### src/rtl/ext_irq_pkg.sv
package ext_irq_pkg;
  localparam int PRIO_W    = 3;
  localparam int EN_WBASE  = 'h2000 / 4;    // enable region, word address
  localparam int EN_WSTEP  = 'h80 / 4;      // words per context enable block
  localparam int CX_WBASE  = 'h200000 / 4;  // context control region, word address
  localparam int CX_WSTEP  = 'h1000 / 4;
  localparam int THR_WOFS  = 0;
  localparam int CLM_WOFS  = 1;
  typedef logic [PRIO_W-1:0] prio_t;
endpackage

### src/rtl/irq_gateway.sv
module irq_gateway #(
  parameter bit EDGE = 1'b0
) (
  input  logic clk_i,
  input  logic rst_ni,
  input  logic req_i,
  input  logic claim_i,
  input  logic done_i,
  output logic pend_o,
  output logic busy_o
);
  logic prev_q, sample;

  assign sample = EDGE ? (req_i & ~prev_q) : req_i;

  always_ff @(posedge clk_i or negedge rst_ni) begin
    if (!rst_ni) begin
      prev_q <= 1'b0;
      pend_o <= 1'b0;
      busy_o <= 1'b0;
    end else begin
      prev_q <= req_i;
      if (claim_i) begin
        pend_o <= 1'b0;
        busy_o <= 1'b1;
      end else begin
        if (done_i) busy_o <= 1'b0;
        if (sample && !busy_o) pend_o <= 1'b1;
      end
    end
  end
endmodule

### src/rtl/irq_arbiter.sv
module irq_arbiter
  import ext_irq_pkg::*;
#(
  parameter int NUM_SRC = 32,
  localparam int ID_W = $clog2(NUM_SRC)
) (
  input  logic [NUM_SRC-1:0]         pend_i,
  input  logic [NUM_SRC-1:0]         en_i,
  input  prio_t [NUM_SRC-1:0]        prio_i,
  input  prio_t                      thr_i,
  output logic [ID_W-1:0]            id_o,
  output logic                       irq_o
);
  prio_t best_p;

  // strict compare: keeps lowest ID on ties and enforces prio > threshold
  always_comb begin
    best_p = thr_i;
    id_o   = '0;
    for (int i = 0; i < NUM_SRC; i++) begin
      if (pend_i[i] && en_i[i] && prio_i[i] > best_p) begin
        best_p = prio_i[i];
        id_o   = ID_W'(i);
      end
    end
  end

  assign irq_o = (id_o != '0);
endmodule

### src/rtl/irq_regfile.sv
module irq_regfile
  import ext_irq_pkg::*;
#(
  parameter int NUM_SRC = 32,
  parameter int NUM_CTX = 2,
  parameter int ADDR_W  = 26,
  localparam int ID_W     = $clog2(NUM_SRC),
  localparam int CTX_W    = (NUM_CTX > 1) ? $clog2(NUM_CTX) : 1,
  localparam int WA_W     = ADDR_W - 2,
  localparam int EN_WORDS = (NUM_SRC + 31) / 32
) (
  input  logic                             clk_i,
  input  logic                             rst_ni,
  input  logic [ADDR_W-1:0]                addr_i,
  input  logic                             re_i,
  input  logic                             we_i,
  input  logic [31:0]                      wdata_i,
  output logic [31:0]                      rdata_o,
  input  logic [NUM_CTX-1:0][ID_W-1:0]     win_i,
  output prio_t [NUM_SRC-1:0]              prio_o,
  output logic [NUM_CTX-1:0][NUM_SRC-1:0]  en_o,
  output prio_t [NUM_CTX-1:0]              thr_o,
  output logic [NUM_SRC-1:1]               claim_o,
  output logic [NUM_SRC-1:1]               done_o
);
  logic [WA_W-1:0]  word, en_woff, cx_woff, en_ctx_f, cx_ctx_f;
  logic             aligned, prio_sel, en_sel, cx_sel, thr_sel, clm_sel;
  logic [CTX_W-1:0] en_ctx, cx_ctx;
  logic [4:0]       en_wrd;

  assign word     = addr_i[ADDR_W-1:2];
  assign aligned  = (addr_i[1:0] == 2'b00);
  assign en_woff  = word - WA_W'(EN_WBASE);
  assign cx_woff  = word - WA_W'(CX_WBASE);
  assign en_ctx_f = en_woff / WA_W'(EN_WSTEP);
  assign cx_ctx_f = cx_woff / WA_W'(CX_WSTEP);
  assign en_ctx   = en_ctx_f[CTX_W-1:0];
  assign cx_ctx   = cx_ctx_f[CTX_W-1:0];
  assign en_wrd   = en_woff[4:0];

  assign prio_sel = aligned && word < WA_W'(NUM_SRC);
  assign en_sel   = aligned && word >= WA_W'(EN_WBASE) && en_ctx_f < WA_W'(NUM_CTX)
                    && en_wrd < 5'(EN_WORDS);
  assign cx_sel   = aligned && word >= WA_W'(CX_WBASE) && cx_ctx_f < WA_W'(NUM_CTX);
  assign thr_sel  = cx_sel && cx_woff[9:0] == 10'(THR_WOFS);
  assign clm_sel  = cx_sel && cx_woff[9:0] == 10'(CLM_WOFS);

  always_ff @(posedge clk_i or negedge rst_ni) begin
    if (!rst_ni) begin
      prio_o <= '0;
      en_o   <= '0;
      thr_o  <= '0;
    end else if (we_i) begin
      if (prio_sel && word[ID_W-1:0] != '0) prio_o[word[ID_W-1:0]] <= wdata_i[PRIO_W-1:0];
      if (thr_sel) thr_o[cx_ctx] <= wdata_i[PRIO_W-1:0];
      for (int s = 1; s < NUM_SRC; s++) begin
        if (en_sel && en_wrd == 5'(s / 32)) en_o[en_ctx][s] <= wdata_i[s % 32];
      end
    end
  end

  always_comb begin
    claim_o = '0;
    done_o  = '0;
    for (int s = 1; s < NUM_SRC; s++) begin
      claim_o[s] = re_i && clm_sel && win_i[cx_ctx] == ID_W'(s);
      done_o[s]  = we_i && clm_sel && wdata_i == 32'(s) && en_o[cx_ctx][s];
    end
  end

  always_comb begin
    rdata_o = '0;
    if (prio_sel) rdata_o = 32'(prio_o[word[ID_W-1:0]]);
    else if (en_sel) begin
      for (int s = 0; s < NUM_SRC; s++) begin
        if (en_wrd == 5'(s / 32)) rdata_o[s % 32] = en_o[en_ctx][s];
      end
    end
    else if (thr_sel) rdata_o = 32'(thr_o[cx_ctx]);
    else if (clm_sel) rdata_o = 32'(win_i[cx_ctx]);
  end
endmodule

### src/rtl/ext_irq_ctrl.sv
module ext_irq_ctrl
  import ext_irq_pkg::*;
#(
  parameter int                  NUM_SRC  = 32,
  parameter int                  NUM_CTX  = 2,
  parameter int                  ADDR_W   = 26,
  parameter logic [NUM_SRC-1:0]  EDGE_SRC = 32'h0000_00F0,
  localparam int                 ID_W     = $clog2(NUM_SRC)
) (
  input  logic                 clk_i,
  input  logic                 rst_ni,
  input  logic [NUM_SRC-1:1]   src_i,
  input  logic [ADDR_W-1:0]    addr_i,
  input  logic                 re_i,
  input  logic                 we_i,
  input  logic [31:0]          wdata_i,
  output logic [31:0]          rdata_o,
  output logic [NUM_CTX-1:0]   irq_o
);
  prio_t [NUM_SRC-1:0]             prio;
  logic [NUM_CTX-1:0][NUM_SRC-1:0] en;
  prio_t [NUM_CTX-1:0]             thr;
  logic [NUM_CTX-1:0][ID_W-1:0]    win;
  logic [NUM_SRC-1:1]              claim, done;
  logic [NUM_SRC-1:0]              pend, busy;

  irq_regfile #(.NUM_SRC(NUM_SRC), .NUM_CTX(NUM_CTX), .ADDR_W(ADDR_W)) u_regs (
    .clk_i, .rst_ni, .addr_i, .re_i, .we_i, .wdata_i, .rdata_o,
    .win_i(win), .prio_o(prio), .en_o(en), .thr_o(thr),
    .claim_o(claim), .done_o(done)
  );

  assign pend[0] = 1'b0;
  assign busy[0] = 1'b0;

  for (genvar s = 1; s < NUM_SRC; s++) begin : g_gw
    irq_gateway #(.EDGE(EDGE_SRC[s])) u_gw (
      .clk_i, .rst_ni, .req_i(src_i[s]), .claim_i(claim[s]), .done_i(done[s]),
      .pend_o(pend[s]), .busy_o(busy[s])
    );
  end

  for (genvar c = 0; c < NUM_CTX; c++) begin : g_ctx
    irq_arbiter #(.NUM_SRC(NUM_SRC)) u_arb (
      .pend_i(pend), .en_i(en[c]), .prio_i(prio), .thr_i(thr[c]),
      .id_o(win[c]), .irq_o(irq_o[c])
    );
  end
endmodule

### config.mk
export PLATFORM = sky130hd
export DESIGN_NAME = ext_irq_ctrl
export DESIGN_NICKNAME = d
export VERILOG_FILES = /design/src/rtl/ext_irq_pkg.sv /design/src/rtl/irq_gateway.sv /design/src/rtl/irq_arbiter.sv /design/src/rtl/irq_regfile.sv /design/src/rtl/ext_irq_ctrl.sv
export SDC_FILE = /design/constraint.sdc
export NUM_CORES = 1
export LEC_CHECK = 0
export BUFFER_PORTS_ARGS = -buffer_cell sky130_fd_sc_hd__buf_2
export CELL_PAD_IN_SITES_DETAIL_PLACEMENT = 1
export CELL_PAD_IN_SITES_GLOBAL_PLACEMENT = 2
export CORE_ASPECT_RATIO = 1.5
export CORE_MARGIN = 1.5
export CORE_UTILIZATION = 42
export CTS_BUF_LIST = sky130_fd_sc_hd__clkbuf_4
export CTS_CLUSTER_SIZE = 14
export DETAILED_ROUTE_END_ITERATION = 10
export PLACE_DENSITY_LB_ADDON = 0.1
export SLEW_MARGIN = 15
export SYNTH_ARGS = -nofsm -noshare
export SYNTH_HDL_FRONTEND = slang
export SYNTH_SLANG_ARGS = --single-unit
### constraint.sdc
create_clock -name clk_i -period 71.6 [get_ports clk_i]
set_clock_uncertainty 0.05 [all_clocks]
set_input_delay 14.32 -clock clk_i [delete_from_list [all_inputs] [get_ports clk_i]]
set_output_delay 14.32 -clock clk_i [all_outputs]
set_load 0.005 [all_outputs]
=== After elaboration in Yosys (flattened, before gate mapping) ===
Cells that the tools add are included.

* Logic and storage cells: 1065
* Output and inout port bits: 34
* Input bits: 93
* Bits in registers: 232

* Add/sub/neg operators: 2
* Bitwise gates (word level): 8
* Multiplexer cells: 452
* Equal/unequal tests: 63
* Reductions and logical operators: 364
* Order comparisons: 74

{| class="wikitable"
|+ Operators by type and width
! kind !! number
|-
| two-way mux 64 bit || 61
|-
| bitwise mux 64 bit || 31
|-
| demux 32 bit (select 1 bit) || 31
|-
| == test 32 x 5 -> 1 bit (second input constant) || 16
|-
| logical AND 1 bit || 263
|-
| == test 32 x 4 -> 1 bit (second input constant) || 8
|-
| two-way mux 32 bit || 8
|-
| two-way mux 3 bit || 74
|-
| > comparator 3 bit || 62
|-
| two-way mux 5 bit || 36
|-
| two-way mux 1 bit || 158
|-
| == test 32 x 3 -> 1 bit (second input constant) || 4
|-
| nonzero test 2 bit || 62
|-
| bitwise mux 96 bit || 1
|-
| == test 5 bit (second input constant) || 16
|-
| two-way mux 4 bit || 17
|-
| == test 32 x 2 -> 1 bit (second input constant) || 2
|-
| == test 5 x 4 -> 1 bit (second input constant) || 8
|-
| == test 32 x 1 -> 1 bit (second input constant) || 1
|-
| logical NOT 1 bit || 31
|-
| two-way mux 31 bit || 1
|-
| two-way mux 30 bit || 1
|-
| two-way mux 29 bit || 1
|-
| two-way mux 28 bit || 1
|-
| other kinds (50) || 69
|}

=== Longest topological paths before layout ===
Gate-level depths: netlist of run 1.

* Depth in word-level cells: 99
* Gate-level depth with buffers: 215
* Gate-level depth less buffers: 214

=== Hierarchy ===
Synthesis of run 1 repeated with hierarchy kept, for this count alone.

* Cell total of the unflattened synthesis: 2518
* Area, all modules: 21459.3 sq um

{| class="wikitable"
|+ By module, submodules not included
! module !! cells each !! instances !! area an instance (sq um)
|-
| irq_regfile || 772 || 1 || 9288.9
|-
| irq_arbiter (g_ctx[0].u_arb) || 766 || 1 || 4780.8
|-
| irq_arbiter (g_ctx[1].u_arb) || 758 || 1 || 4774.6
|-
| irq_gateway (g_gw[10].u_gw ...) || 7 || 27 || 81.3
|-
| irq_gateway (g_gw[4].u_gw ...) || 8 || 4 || 103.8
|-
| ext_irq_ctrl || 1 || 1 || 3.8
|}

=== Worst setup path after synthesis of run 1 ===
OpenSTA, ideal clock, no wires.

* Path kind: register to output
* Start point: register u_regs.prio_o[5] (netlist bit)
* End point: output rdata_o[2]
* Buffers on the path: 0
* Cell stages (with the launch flop): 203
* Data arrival time: 38985 ps
* Slack: 18245 ps
* Data required time: 57230 ps
* Cell sequence: dfrtp_1 > ha_1 > and3_1 > a211oi_4 > mux2_2 > ha_1 > nor2_1 > maj3_1 > o211ai_1 > nor2_1 > mux2_2 > ha_1 > nor2_1 > maj3_1 > maj3_1 > nand3_1 > mux2_2 > ha_1 > [... 167 more ...] > o41ai_4 > mux2_2 > ha_1 > inv_1 > a21o_1 > a21oi_1 > a311oi_1 > mux2_2 > ha_1 > a21o_1 > a21oi_1 > a311oi_1 > nor3_1 > inv_1 > or3_2 > nand2_1 > o221ai_1 > a22o_1

* Longest elaborated chain between the ends: 99
* Elaborated cells on any way between the ends: 248

{| class="wikitable"
|+ Ends and longest elaborated chain
! element !! line !! source
|-
| from (decl) || irq_regfile.sv:20 || <nowiki>output prio_t [NUM_SRC-1:0] prio_o,</nowiki>
|-
| from (signal, indexed assignment) || irq_regfile.sv:54 || <nowiki>if (prio_sel && word[ID_W-1:0] != '0) prio_o[word[ID_W-1:0]] <= wdata_i[PRIO_W-1:0];</nowiki>
|-
| > comparator 3 bit || irq_arbiter.sv:21 || <nowiki>if (pend_i[i] && en_i[i] && prio_i[i] > best_p) begin</nowiki>
|-
| logical AND 1 bit || irq_arbiter.sv:21 ||
|-
| two-way mux 3 bit || irq_arbiter.sv:21 ||
|-
| > comparator 3 bit || irq_arbiter.sv:21 ||
|-
| logical AND 1 bit || irq_arbiter.sv:21 ||
|-
| two-way mux 3 bit || irq_arbiter.sv:21 ||
|-
| > comparator 3 bit || irq_arbiter.sv:21 ||
|-
| logical AND 1 bit || irq_arbiter.sv:21 ||
|-
| [... 82 more ...] || n/a ||
|-
| > comparator 3 bit || irq_arbiter.sv:21 ||
|-
| logical AND 1 bit || irq_arbiter.sv:21 ||
|-
| two-way mux 5 bit || irq_arbiter.sv:21 ||
|-
| two-way mux 5 bit (not written as such) (2 in a row) || irq_regfile.sv:80 || <nowiki>else if (clm_sel) rdata_o = 32'(win_i[cx_ctx]);</nowiki>
|-
| two-way mux 5 bit || irq_regfile.sv:80 ||
|-
| two-way mux 32 bit || irq_regfile.sv:79 || <nowiki>else if (thr_sel) rdata_o = 32'(thr_o[cx_ctx]);</nowiki>
|-
| two-way mux 32 bit || irq_regfile.sv:74 || <nowiki>else if (en_sel) begin</nowiki>
|-
| two-way mux 32 bit * || irq_regfile.sv:73 || <nowiki>if (prio_sel) rdata_o = 32'(prio_o[word[ID_W-1:0]]);</nowiki>
|-
| to (decl) || ext_irq_ctrl.sv:17 || <nowiki>output logic [31:0] rdata_o,</nowiki>
|}

Mark *: on every way between the ends. The rest lies on a longest branch, timed or not. The select of a mux whose other input is x is not followed.

=== Worst setup path after layout of run 1 ===
* Start point: register u_regs.thr_o[2] (netlist bit)
* End point: output rdata_o[2]

* Longest elaborated chain between the ends: 99
* Elaborated cells on any way between the ends: 128

{| class="wikitable"
|+ Ends and longest elaborated chain
! element !! line !! source
|-
| from (decl) || irq_regfile.sv:22 || <nowiki>output prio_t [NUM_CTX-1:0] thr_o,</nowiki>
|-
| from (signal, indexed assignment) || irq_regfile.sv:55 || <nowiki>if (thr_sel) thr_o[cx_ctx] <= wdata_i[PRIO_W-1:0];</nowiki>
|-
| > comparator 3 bit || irq_arbiter.sv:21 ||
|-
| logical AND 1 bit || irq_arbiter.sv:21 ||
|-
| two-way mux 3 bit || irq_arbiter.sv:21 ||
|-
| > comparator 3 bit || irq_arbiter.sv:21 ||
|-
| logical AND 1 bit || irq_arbiter.sv:21 ||
|-
| two-way mux 3 bit || irq_arbiter.sv:21 ||
|-
| > comparator 3 bit || irq_arbiter.sv:21 ||
|-
| logical AND 1 bit || irq_arbiter.sv:21 ||
|-
| [... 82 more ...] || n/a ||
|-
| > comparator 3 bit || irq_arbiter.sv:21 ||
|-
| logical AND 1 bit || irq_arbiter.sv:21 ||
|-
| two-way mux 5 bit || irq_arbiter.sv:21 ||
|-
| two-way mux 5 bit (not written as such) (2 in a row) || irq_regfile.sv:80 ||
|-
| two-way mux 5 bit || irq_regfile.sv:80 ||
|-
| two-way mux 32 bit * || irq_regfile.sv:79 ||
|-
| two-way mux 32 bit * || irq_regfile.sv:74 ||
|-
| two-way mux 32 bit * || irq_regfile.sv:73 ||
|}

Marked as above.

==> results of run 1 <==
-- worst register-to-register path, delay by kind of cell, from the launching register on --
family / cells / cell delay (ps)
adder cells (fa/ha/maj): 43 / 12430
AND/OR/NAND/NOR: 65 / 11990
multiplexers: 11 / 4380
AO/OA/AOI/OAI: 74 / 17180
flip-flops: 1 / 500
buffers and inverters: 6 / 570
-- worst max-delay path by stage --
stage | startpoint | to | cells past startpoint
global placement | u_regs.thr_o[2] | rdata_o[2] | 201
finish | u_regs.thr_o[2] | rdata_o[2] | 201
global route | u_regs.thr_o[2] | rdata_o[2] | 202
CTS | u_regs.thr_o[2] | rdata_o[2] | 202
floorplan | u_regs.prio_o[5] | rdata_o[2] | 202
detailed placement | u_regs.thr_o[2] | rdata_o[2] | 201
-- metal layers --
metal / GRT usage, % / share of wire (%) / vias up
met5: 0 / 0 / -
met1: 40.3 / 37 / 10400
met3: 3.45 / 3.8 / 243
li1: - / - / 9226
met4: 22.0 / 6.6 / 0
met2: 68.5 / 52 / 611
-- cell usage after synthesis (38+ instances only) --
cell	number	area [sq um]
nand3_1	104	521
ha_1	76	951
and3_1	38	238
a21oi_1	129	646
o21ai_0	169	846
dfrtp_1	230	5760
nand2_1	266	998
a31oi_1	42	263
clkbuf_1	76	285
nor2_1	256	961
mux2i_1	41	410
nor3_1	65	325
mux2_2	161	1810
inv_1	111	417
-- registers in the layout, summed over array words and instances, names as in the netlist --
register and cells:
g_gw.u_gw.pend_o 31, g_gw.u_gw.prev_q 4, u_regs.en_o 62, g_gw.u_gw.busy_o 31, u_regs.thr_o 6, u_regs.prio_o 96
-- cell families after synthesis --
family / count (synthesis)
compound gates: 685
xor+xnor: 3
fa+ha+maj: 92
buf+inv: 211
flops: 230
mux: 226
simple gates: 961
-- power breakdown --
group	internal, uW	switching, uW
combinational	5.32	14.7
sequential	130	0.0325
clock	57.8	61.1
-- cell type report --
type / count / area share, %
clock inverters: 13 / 0.355
flip-flops and latches: 230 / 26.4
multi-input cells: 1967 / 61.4
well taps: 600 / 3.44
inverters: 111 / 1.91
clock buffers: 86 / 2.96
diodes: 1 / 0.0115
repair buffers: 145 / 3.59
-- metrics by stage --
stage,util [%],area [sq um],hold slack (ps),instances
floorplan,-,20100,375,2408
global placement,44.5,21100,310,3053
detailed placement,44.5,21100,314,3053
CTS,46.0,21800,330,3152
global route,46.0,21800,340,3153
finish,46.0,21800,331,3153
==> flow_summary.yaml, run 1 <==
synth:
  syn_avg_cell_area_sq_um: 8.34
  syn_inst: 2408
  ys.flop_type: "dfrtp_1"
  synth_top_family_by_area: "compound AO/OA/AOI/OAI gates"
  async_flop_share_pct: 100
  synth_adder_area_share_pct: 5.53
  synth-compound-area-share_pct: 24.0
  synthSimpleGateAreaFrac_pct: 23.2
  synth.area.mux_share_pct: 13.8
  synth_fp_nets: 2577
  synth_xor_area_share_pct: 0.131
  syn-cell-area_sq_um: 20100
  yosysWarnings: 0
  ys_ff_latch: 230
  ys_types: 129
  synth_edf_count: 0
  ys_seq_area_share_pct: 28.7
routing:
  wl_per_cell_microns: 28.9
  via_per_inst: 6.51
  dr.pass1.iters: 5
  dr.first_iter.drc_count: 1213
  num_vias: 20500
  drt.antenna.violating_nets: 0
  routed_wl_mm: 91.1
  drc: 0
floorplanning:
  die_height_microns: 271
  start_util_pct: 42.3
  fp.dieArea_sq_um: 49200
  dieWidth_microns: 182
  io_pins: 127
  core_sq_um: 47500
  row_count: 98
sta:
  fin_crit_sh_pct: 85.9
  fmax_ghz: 0.0163
  tns_ps: 0
  setup_ws_ps: 10070
  relSlewSlack_pct: 10.4
  hold_viol: 0
  slew_viol_final: 0
  rsz0062_at_grt: "no"
  worst_slew_pin_slew_ps: 1340
  period_needed_ps: 61530
  setup_viol: 0
power:
  leakage_uw: 0.0101
  pwr_density_cell_nw_per_um2: 12.3
  vdd_ir_drop_max_uv: 11.0
  power_uw: 269
setup_path:
  timing.rr.end: "g_gw[19].u_gw.pend_o"
  worst_r2r_path_depth: 199
  r2r_slack_ps: 24380
  timing.rr.start: "u_regs.thr_o[2]"
  cp_top_family: "compound AO/OA/AOI/OAI gates"
  crit_path_start_kind: "flop"
  crit_path_max_incr_delay_ps: 600
  required_ps: 57230
  crit_top_cell: "nor2_1"
  slowest_stage: "a311oi_2"
  path_class: "reg2out"
  cp_max_fo: 10
  worstPathArrival_ps: 47160
  path_buf_inv: 8
  cp-end-kind: "output port"
finish:
  drive_gt1_share_pct: 21.1
  final_common_cell: "nand2_1"
  layout_common_cells: "nand2_1, nor2_1, dfrtp_1, o21ai_0, mux2_2"
  n_fill_cell: 5795
  nets: 2685
  area_delta_synth_final_pct: 8.73
  seqCellArea_sq_um: 5760
  multi_input_area_sq_um: 13400
global_routing:
  grt_max_degree: 119
  grt_pass1_wl_mm: 136
  antenna_found_initial: 1
  grt_pass1_vias: 21600
  overflow: 0
  grt_usage_pct: 36.9
clock_network:
  cts_tree: "done"
  cts.path.max_buffers: 3
  post_cts_buffers: 0
  cts.clk_slew.worst_paths_ps: 60
  htree_num_levels: 2
  clock_sinks: 230
  cts_hold_buf: 0
  insertion_delay_ps: 810
  numCtsBuffers: 61
  ctsResizeCount: 0
  root_buffer: "clkbuf_4"
run_status:
  status: "completed"
place:
  io_buffer_count: 126
  detailedPlace.worstSlack_ps: 11140
  dpl.hpwl_mm: 70.3
  gp_congestion: 0.949
hold_path:
  hold-path-endpoint: "u_regs.prio_o[2]"
  hold_class: "reg2reg"
  hold_depth: 0
  hp-start: "u_regs.prio_o[2]"
run:
  maxCapViolCount: 0
Note: power is estimated with default switching activity, not from simulation.
==> run 2, diff against run 1 <==
--- a/config.mk
+++ b/config.mk
@@ -10,7 +10,7 @@
 export CELL_PAD_IN_SITES_GLOBAL_PLACEMENT = 2
 export CORE_ASPECT_RATIO = 1.5
 export CORE_MARGIN = 1.5
-export CORE_UTILIZATION = 42
+export CORE_UTILIZATION = 43
 export CTS_BUF_LIST = sky130_fd_sc_hd__clkbuf_4
 export CTS_CLUSTER_SIZE = 14
 export DETAILED_ROUTE_END_ITERATION = 10
@@ -18,4 +18,5 @@
 export SLEW_MARGIN = 15
 export SYNTH_ARGS = -nofsm -noshare
 export SYNTH_HDL_FRONTEND = slang
+export SYNTH_HIERARCHICAL = 1
 export SYNTH_SLANG_ARGS = --single-unit
==> flow_summary.yaml, run 2 <==
run_status:
  status: "completed"
setup_path:
  worstPathArrival_ps: 47140
  slowest_stage: "dfrtp_1"
  path_class: "reg2out"
  crit_path_max_incr_delay_ps: 670
  startpoint: "u_regs/prio_o[5]"
  timing.rr.start: "u_regs/prio_o[5]"
  worst_r2r_path_depth: 220
  cp-end-kind: "output port"
  cp_max_fo: 13
  crit_top_cell: "nor2_1"
  required_ps: 57230
  crit_path_start_kind: "flop"
hold_path:
  hold_class: "reg2reg"
  hold_depth: 1
  hp-start: "g_gw[26].u_gw/busy_o"
global_routing:
  overflow: 0
  grt_max_degree: 100
  grt_pass1_vias: 22900
  grt_usage_pct: 37.8
  grt_pass1_wl_mm: 143
  antenna_found_initial: 7
floorplanning:
  row_count: 100
  start_util_pct: 43.4
  io_pins: 127
  dieWidth_microns: 185
  fp.dieArea_sq_um: 51300
  core_sq_um: 49400
  die_height_microns: 277
clock_network:
  root_buffer: "clkbuf_4"
  htree_num_levels: 3
  cts.path.max_buffers: 3
  insertion_delay_ps: 830
  cts_tree: "done"
  cts_hold_buf: 0
  clock_sinks: 230
  ctsResizeCount: 0
  numCtsBuffers: 69
  cts.clk_slew.worst_paths_ps: 60
  post_cts_buffers: 0
routing:
  dr.first_iter.drc_count: 1536
  drc: 0
  drt.antenna.violating_nets: 0
  dr.pass1.iters: 5
  via_per_inst: 6.51
  routed_wl_mm: 96.7
  num_vias: 22100
  wl_per_cell_microns: 28.5
place:
  placed_cells: 3270
  gp_congestion: 0.925
  placed_cell_area_sq_um: 22900
  io_buffer_count: 126
  dpl.hpwl_mm: 74.0
sta:
  hold_viol: 0
  relSlewSlack_pct: 19.8
  setup_viol: 0
  tns_ps: 0
  worst_slew_pin_slew_ps: 1200
  period_needed_ps: 61510
  rsz0062_at_grt: "no"
  slew_viol_final: 0
  fin_crit_sh_pct: 85.9
  fmax_ghz: 0.0163
synth:
  syn_inst: 2518
  ys_seq_area_share_pct: 26.8
  synthTopCellsByArea: "dfrtp_1, mux2_2, ha_1"
  syn-cell-area_sq_um: 21500
  async_flop_share_pct: 100
  synth_edf_count: 0
  synth_most_common_cell: "nor2_1"
  synth.largest_area_cell: "dfrtp_1"
  ys.flop_type: "dfrtp_1"
  ys_ff_latch: 230
  synth_commonest_cells: "nor2_1, dfrtp_1, inv_1, nand2_1, mux2_2"
  yosysWarnings: 6
  syn_avg_cell_area_sq_um: 8.52
  synth.top_cell.area_share_pct: 26.8
  ys_types: 124
finish:
  nets: 2851
  area_delta_synth_final_pct: 10.2
  regMostFlops: "u_regs/prio_o"
  largest_reg_flops: 96
  layout_common_cells: "nor2_1, dfrtp_1, inv_1, nand2_1, mux2_2"
  fin_area_sq_um: 23700
  layoutNonFillerInstCount: 3391
  drive_gt1_share_pct: 22.3
  final_common_cell: "nor2_1"
  top_regs: "u_regs/prio_o (96), u_regs/en_o (62)"
power:
  vdd_ir_drop_max_uv: 11.4
  pwr_density_cell_nw_per_um2: 11.7
  leakage_uw: 0.0108
run:
  maxCapViolCount: 0
==> run 2: cell count changes after synthesis, moves of 26 or more <==
cell and delta:
nor3_1 +30, o21ai_0 -71, a21oi_1 -29, nor4_1 +26, nand2b_1 +30, inv_1 +83, nand2_1 -93, clkbuf_1 -34
==> run 2: per-layer routing <==
layer / vias to the layer above / share of wire [%] / GRT usage [%]
met5: - / 0.013 / 0
met4: 2 / 7.4 / 26.8
met3: 280 / 4.9 / 5.46
met2: 717 / 50 / 66.0
met1: 11200 / 37 / 41.5
li1: 9861 / - / -
==> run 2: layout make-up <==
class                      instances  area, sq um
inverter                         195          732
clock buffer                      94          706
tap                              663          830
antenna                            7         17.5
sequential                       230         5760
timing repair buffer             148          806
multi-input combinational       2034        14700
fill                            5992        25800
clock inverter                    20         78.8
==> run 2: power breakdown <==
part	internal (uW)	total, uW	switching (uW)
clock	60.4	127	66.3
sequential	130	130	0.0220
combinational	5.37	20.7	15.3
total	196	277	81.6
==> run 2: cells by family after synthesis <==
logic type      synth area share, %
flops                          26.8
buf+inv                        4.85
other cells                  0.0350
compound gates                 24.2
simple gates                   23.5
mux                            14.9
fa+ha+maj                      5.67
==> run 2: metrics by stage <==
step / total power (uW) / worst slack [ps] / hold slack [ps] / util (%)
2_1_floorplan: 141 / 18590 / 398 / -
3_3_place_gp: 152 / 12200 / 406 / 46.2
3_5_place_dp: 153 / 11420 / 413 / 46.2
4_1_cts: 282 / 10430 / 428 / 47.8
5_1_grt: 287 / 6630 / 440 / 47.9
6_report: 277 / 10090 / 422 / 47.9
==> run 2: worst paths after layout <==
check,end,slack [ps]
hold / removal,g_gw[26].u_gw/busy_o,420
hold reg to reg,g_gw[26].u_gw/busy_o,420
max in group asynchronous,u_regs/prio_o[24],56380
setup / recovery,rdata_o[2],10090
min in group asynchronous,u_regs/en_o[26],13460
setup reg to reg,g_gw[10].u_gw/busy_o,24600
==> run 2: critical path: cells and delay by family, from the launching register on <==
kind / cells / cell delay (ps)
compound gates: 84 / 18010
fa+ha+maj: 37 / 10320
buf+inv: 10 / 1020
flops: 1 / 670
mux: 7 / 2680
simple gates: 81 / 13550
==> run 3, diff against run 2 <==
--- a/config.mk
+++ b/config.mk
@@ -6,15 +6,15 @@
 export NUM_CORES = 1
 export LEC_CHECK = 0
 export BUFFER_PORTS_ARGS = -buffer_cell sky130_fd_sc_hd__buf_2
-export CELL_PAD_IN_SITES_DETAIL_PLACEMENT = 1
-export CELL_PAD_IN_SITES_GLOBAL_PLACEMENT = 2
 export CORE_ASPECT_RATIO = 1.5
 export CORE_MARGIN = 1.5
-export CORE_UTILIZATION = 43
+export CORE_UTILIZATION = 60
 export CTS_BUF_LIST = sky130_fd_sc_hd__clkbuf_4
 export CTS_CLUSTER_SIZE = 14
 export DETAILED_ROUTE_END_ITERATION = 10
-export PLACE_DENSITY_LB_ADDON = 0.1
+export HOLD_SLACK_MARGIN = 0.12
+export PLACE_DENSITY = 0.79
+export SETUP_SLACK_MARGIN = 0.15
 export SLEW_MARGIN = 15
 export SYNTH_ARGS = -nofsm -noshare
 export SYNTH_HDL_FRONTEND = slang
==> flow_summary.yaml, run 3 (synthesis results as in run 2) <==
run_status:
  status: "completed"
clock_network:
  ctsResizeCount: 0
  cts_tree: "done"
  cts_hold_buf: 0
  insertion_delay_ps: 790
  post_cts_buffers: 0
  cts.path.max_buffers: 3
  htree_num_levels: 2
  clock_sinks: 230
  cts.clk_slew.worst_paths_ps: 70
  numCtsBuffers: 59
  root_buffer: "clkbuf_4"
global_routing:
  grt_pass1_vias: 21700
  antenna_found_initial: 3
  overflow: 0
  grt_max_degree: 98
  grt_usage_pct: 43.7
  grt_pass1_wl_mm: 123
sta:
  tns_ps: 0
  fmax_ghz: 0.0166
  setup_viol: 0
  hold_viol: 0
  worst_slew_pin_slew_ps: 1100
  period_needed_ps: 60390
  rsz0062_at_grt: "no"
  relSlewSlack_pct: 25.4
  fin_crit_sh_pct: 84.3
  slew_viol_final: 0
setup_path:
  crit_path_start_kind: "flop"
  slowest_stage: "a211oi_1"
  required_ps: 57230
  cp-end-kind: "output port"
  cp_max_fo: 8
  path_class: "reg2out"
  crit_top_cell: "nor2_1"
  worstPathArrival_ps: 46020
  path_buf_inv: 9
  crit_path_max_incr_delay_ps: 530
  cp_top_family: "compound AO/OA/AOI/OAI gates"
routing:
  num_vias: 22200
  wl_per_cell_microns: 25.4
  drt.antenna.violating_nets: 0
  dr.first_iter.drc_count: 2218
  drc: 0
  routed_wl_mm: 80.9
  via_per_inst: 6.97
  dr.pass1.iters: 7
run:
  maxCapViolCount: 0
power:
  p_sw_uw: 72.2
  p_int_uw: 186
  sequentialPowerShare_pct: 50.4
  pwr_density_cell_nw_per_um2: 11.1
  vdd_ir_drop_max_uv: 12.9
  power_uw: 258
  p_clk_share_pct: 42.1
  leakage_uw: 0.0107
  pwr-share-comb_pct: 7.5
  p_sw_share_pct: 28.0
place:
  placed_cell_area_sq_um: 22600
  dpl.hpwl_mm: 61.1
  io_buffer_count: 126
  gp_congestion: 0.987
finish:
  fin_area_sq_um: 23200
  top_regs: "u_regs/prio_o (96), u_regs/en_o (62)"
  largest_reg_flops: 96
  nets: 2837
  regMostFlops: "u_regs/prio_o"
  drive_gt1_share_pct: 21.7
  area_delta_synth_final_pct: 8.33
  layout_common_cells: "nor2_1, dfrtp_1, inv_1, nand2_1, mux2_2"
  final_common_cell: "nor2_1"
floorplanning:
  row_count: 84
  core_sq_um: 35100
  die_height_microns: 235
  dieWidth_microns: 157
  fp.dieArea_sq_um: 36900
  io_pins: 127
  start_util_pct: 61.1
hold_path:
  hold_class: "reg2reg"
run 3: worst register-to-register path, delay by kind of cell, from the launching register on:
family,cells,cell delay (ps)
AOI/OAI and AO/OA,83,17290
and+or+nand+nor,86,14330
adders and majority gates,38,10580
muxes,7,2480
buffers and inverters,8,730
DFF,1,420
run 3: worst paths after layout:
path                                          start              endpoint  slack [ps]  cells after the start
max in group asynchronous                    rst_ni     u_regs/prio_o[45]       56420                      2
min in group asynchronous                    rst_ni  g_gw[24].u_gw/busy_o       13490                      1
worst max register to register      u_regs/thr_o[0]   g_gw[9].u_gw/busy_o       25640                    222
worst min register to register  g_gw[5].u_gw/busy_o   g_gw[5].u_gw/busy_o         420                      1
worst max-delay path                u_regs/thr_o[0]            rdata_o[2]       11210                    221
worst min-delay path            g_gw[5].u_gw/busy_o   g_gw[5].u_gw/busy_o         420                      1
run 3: final cells by class:
type / count / area [sq um]
antenna: 4 / 10.0
clock buffer: 79 / 593
clock inverter: 20 / 76.3
fill: 3049 / 11900
inverter: 195 / 732
multi-input combinational: 2034 / 14700
sequential: 230 / 5760
tap: 473 / 592
timing repair buffer: 144 / 776
run 3: power groups by stage:
stage / combinational (uW) / clock [uW] / sequential (uW)
4_1_cts: 18.8 / 111 / 130
3_3_place_gp: 18.3 / 0 / 132
5_1_grt: 20.5 / 118 / 130
6_report: 19.5 / 109 / 130
2_1_floorplan: 8.03 / 0 / 133
3_5_place_dp: 18.7 / 0 / 133
run 3: metrics by stage:
step	hold slack [ps]	util [%]	setup WS, ps	instances
detailed placement	412	64.3	12660	3076
CTS	428	66.2	11750	3175
finish	424	66.2	11210	3179
global placement	406	64.3	13340	3076
floorplan	398	-	18590	2524
global route	438	66.2	7610	3177
run 3: metal layers:
metal  part of all wire, %  vias to the layer above  wire (microns)  track usage [%]
met3                   9.1                      420            7320             10.3
met1                    35                    10700           28300             48.4
met4                    10                        2            8250             38.0
met5                 0.012                        -              10                0
met2                    46                     1234           37000             69.4
li1                      -                     9841               -                -
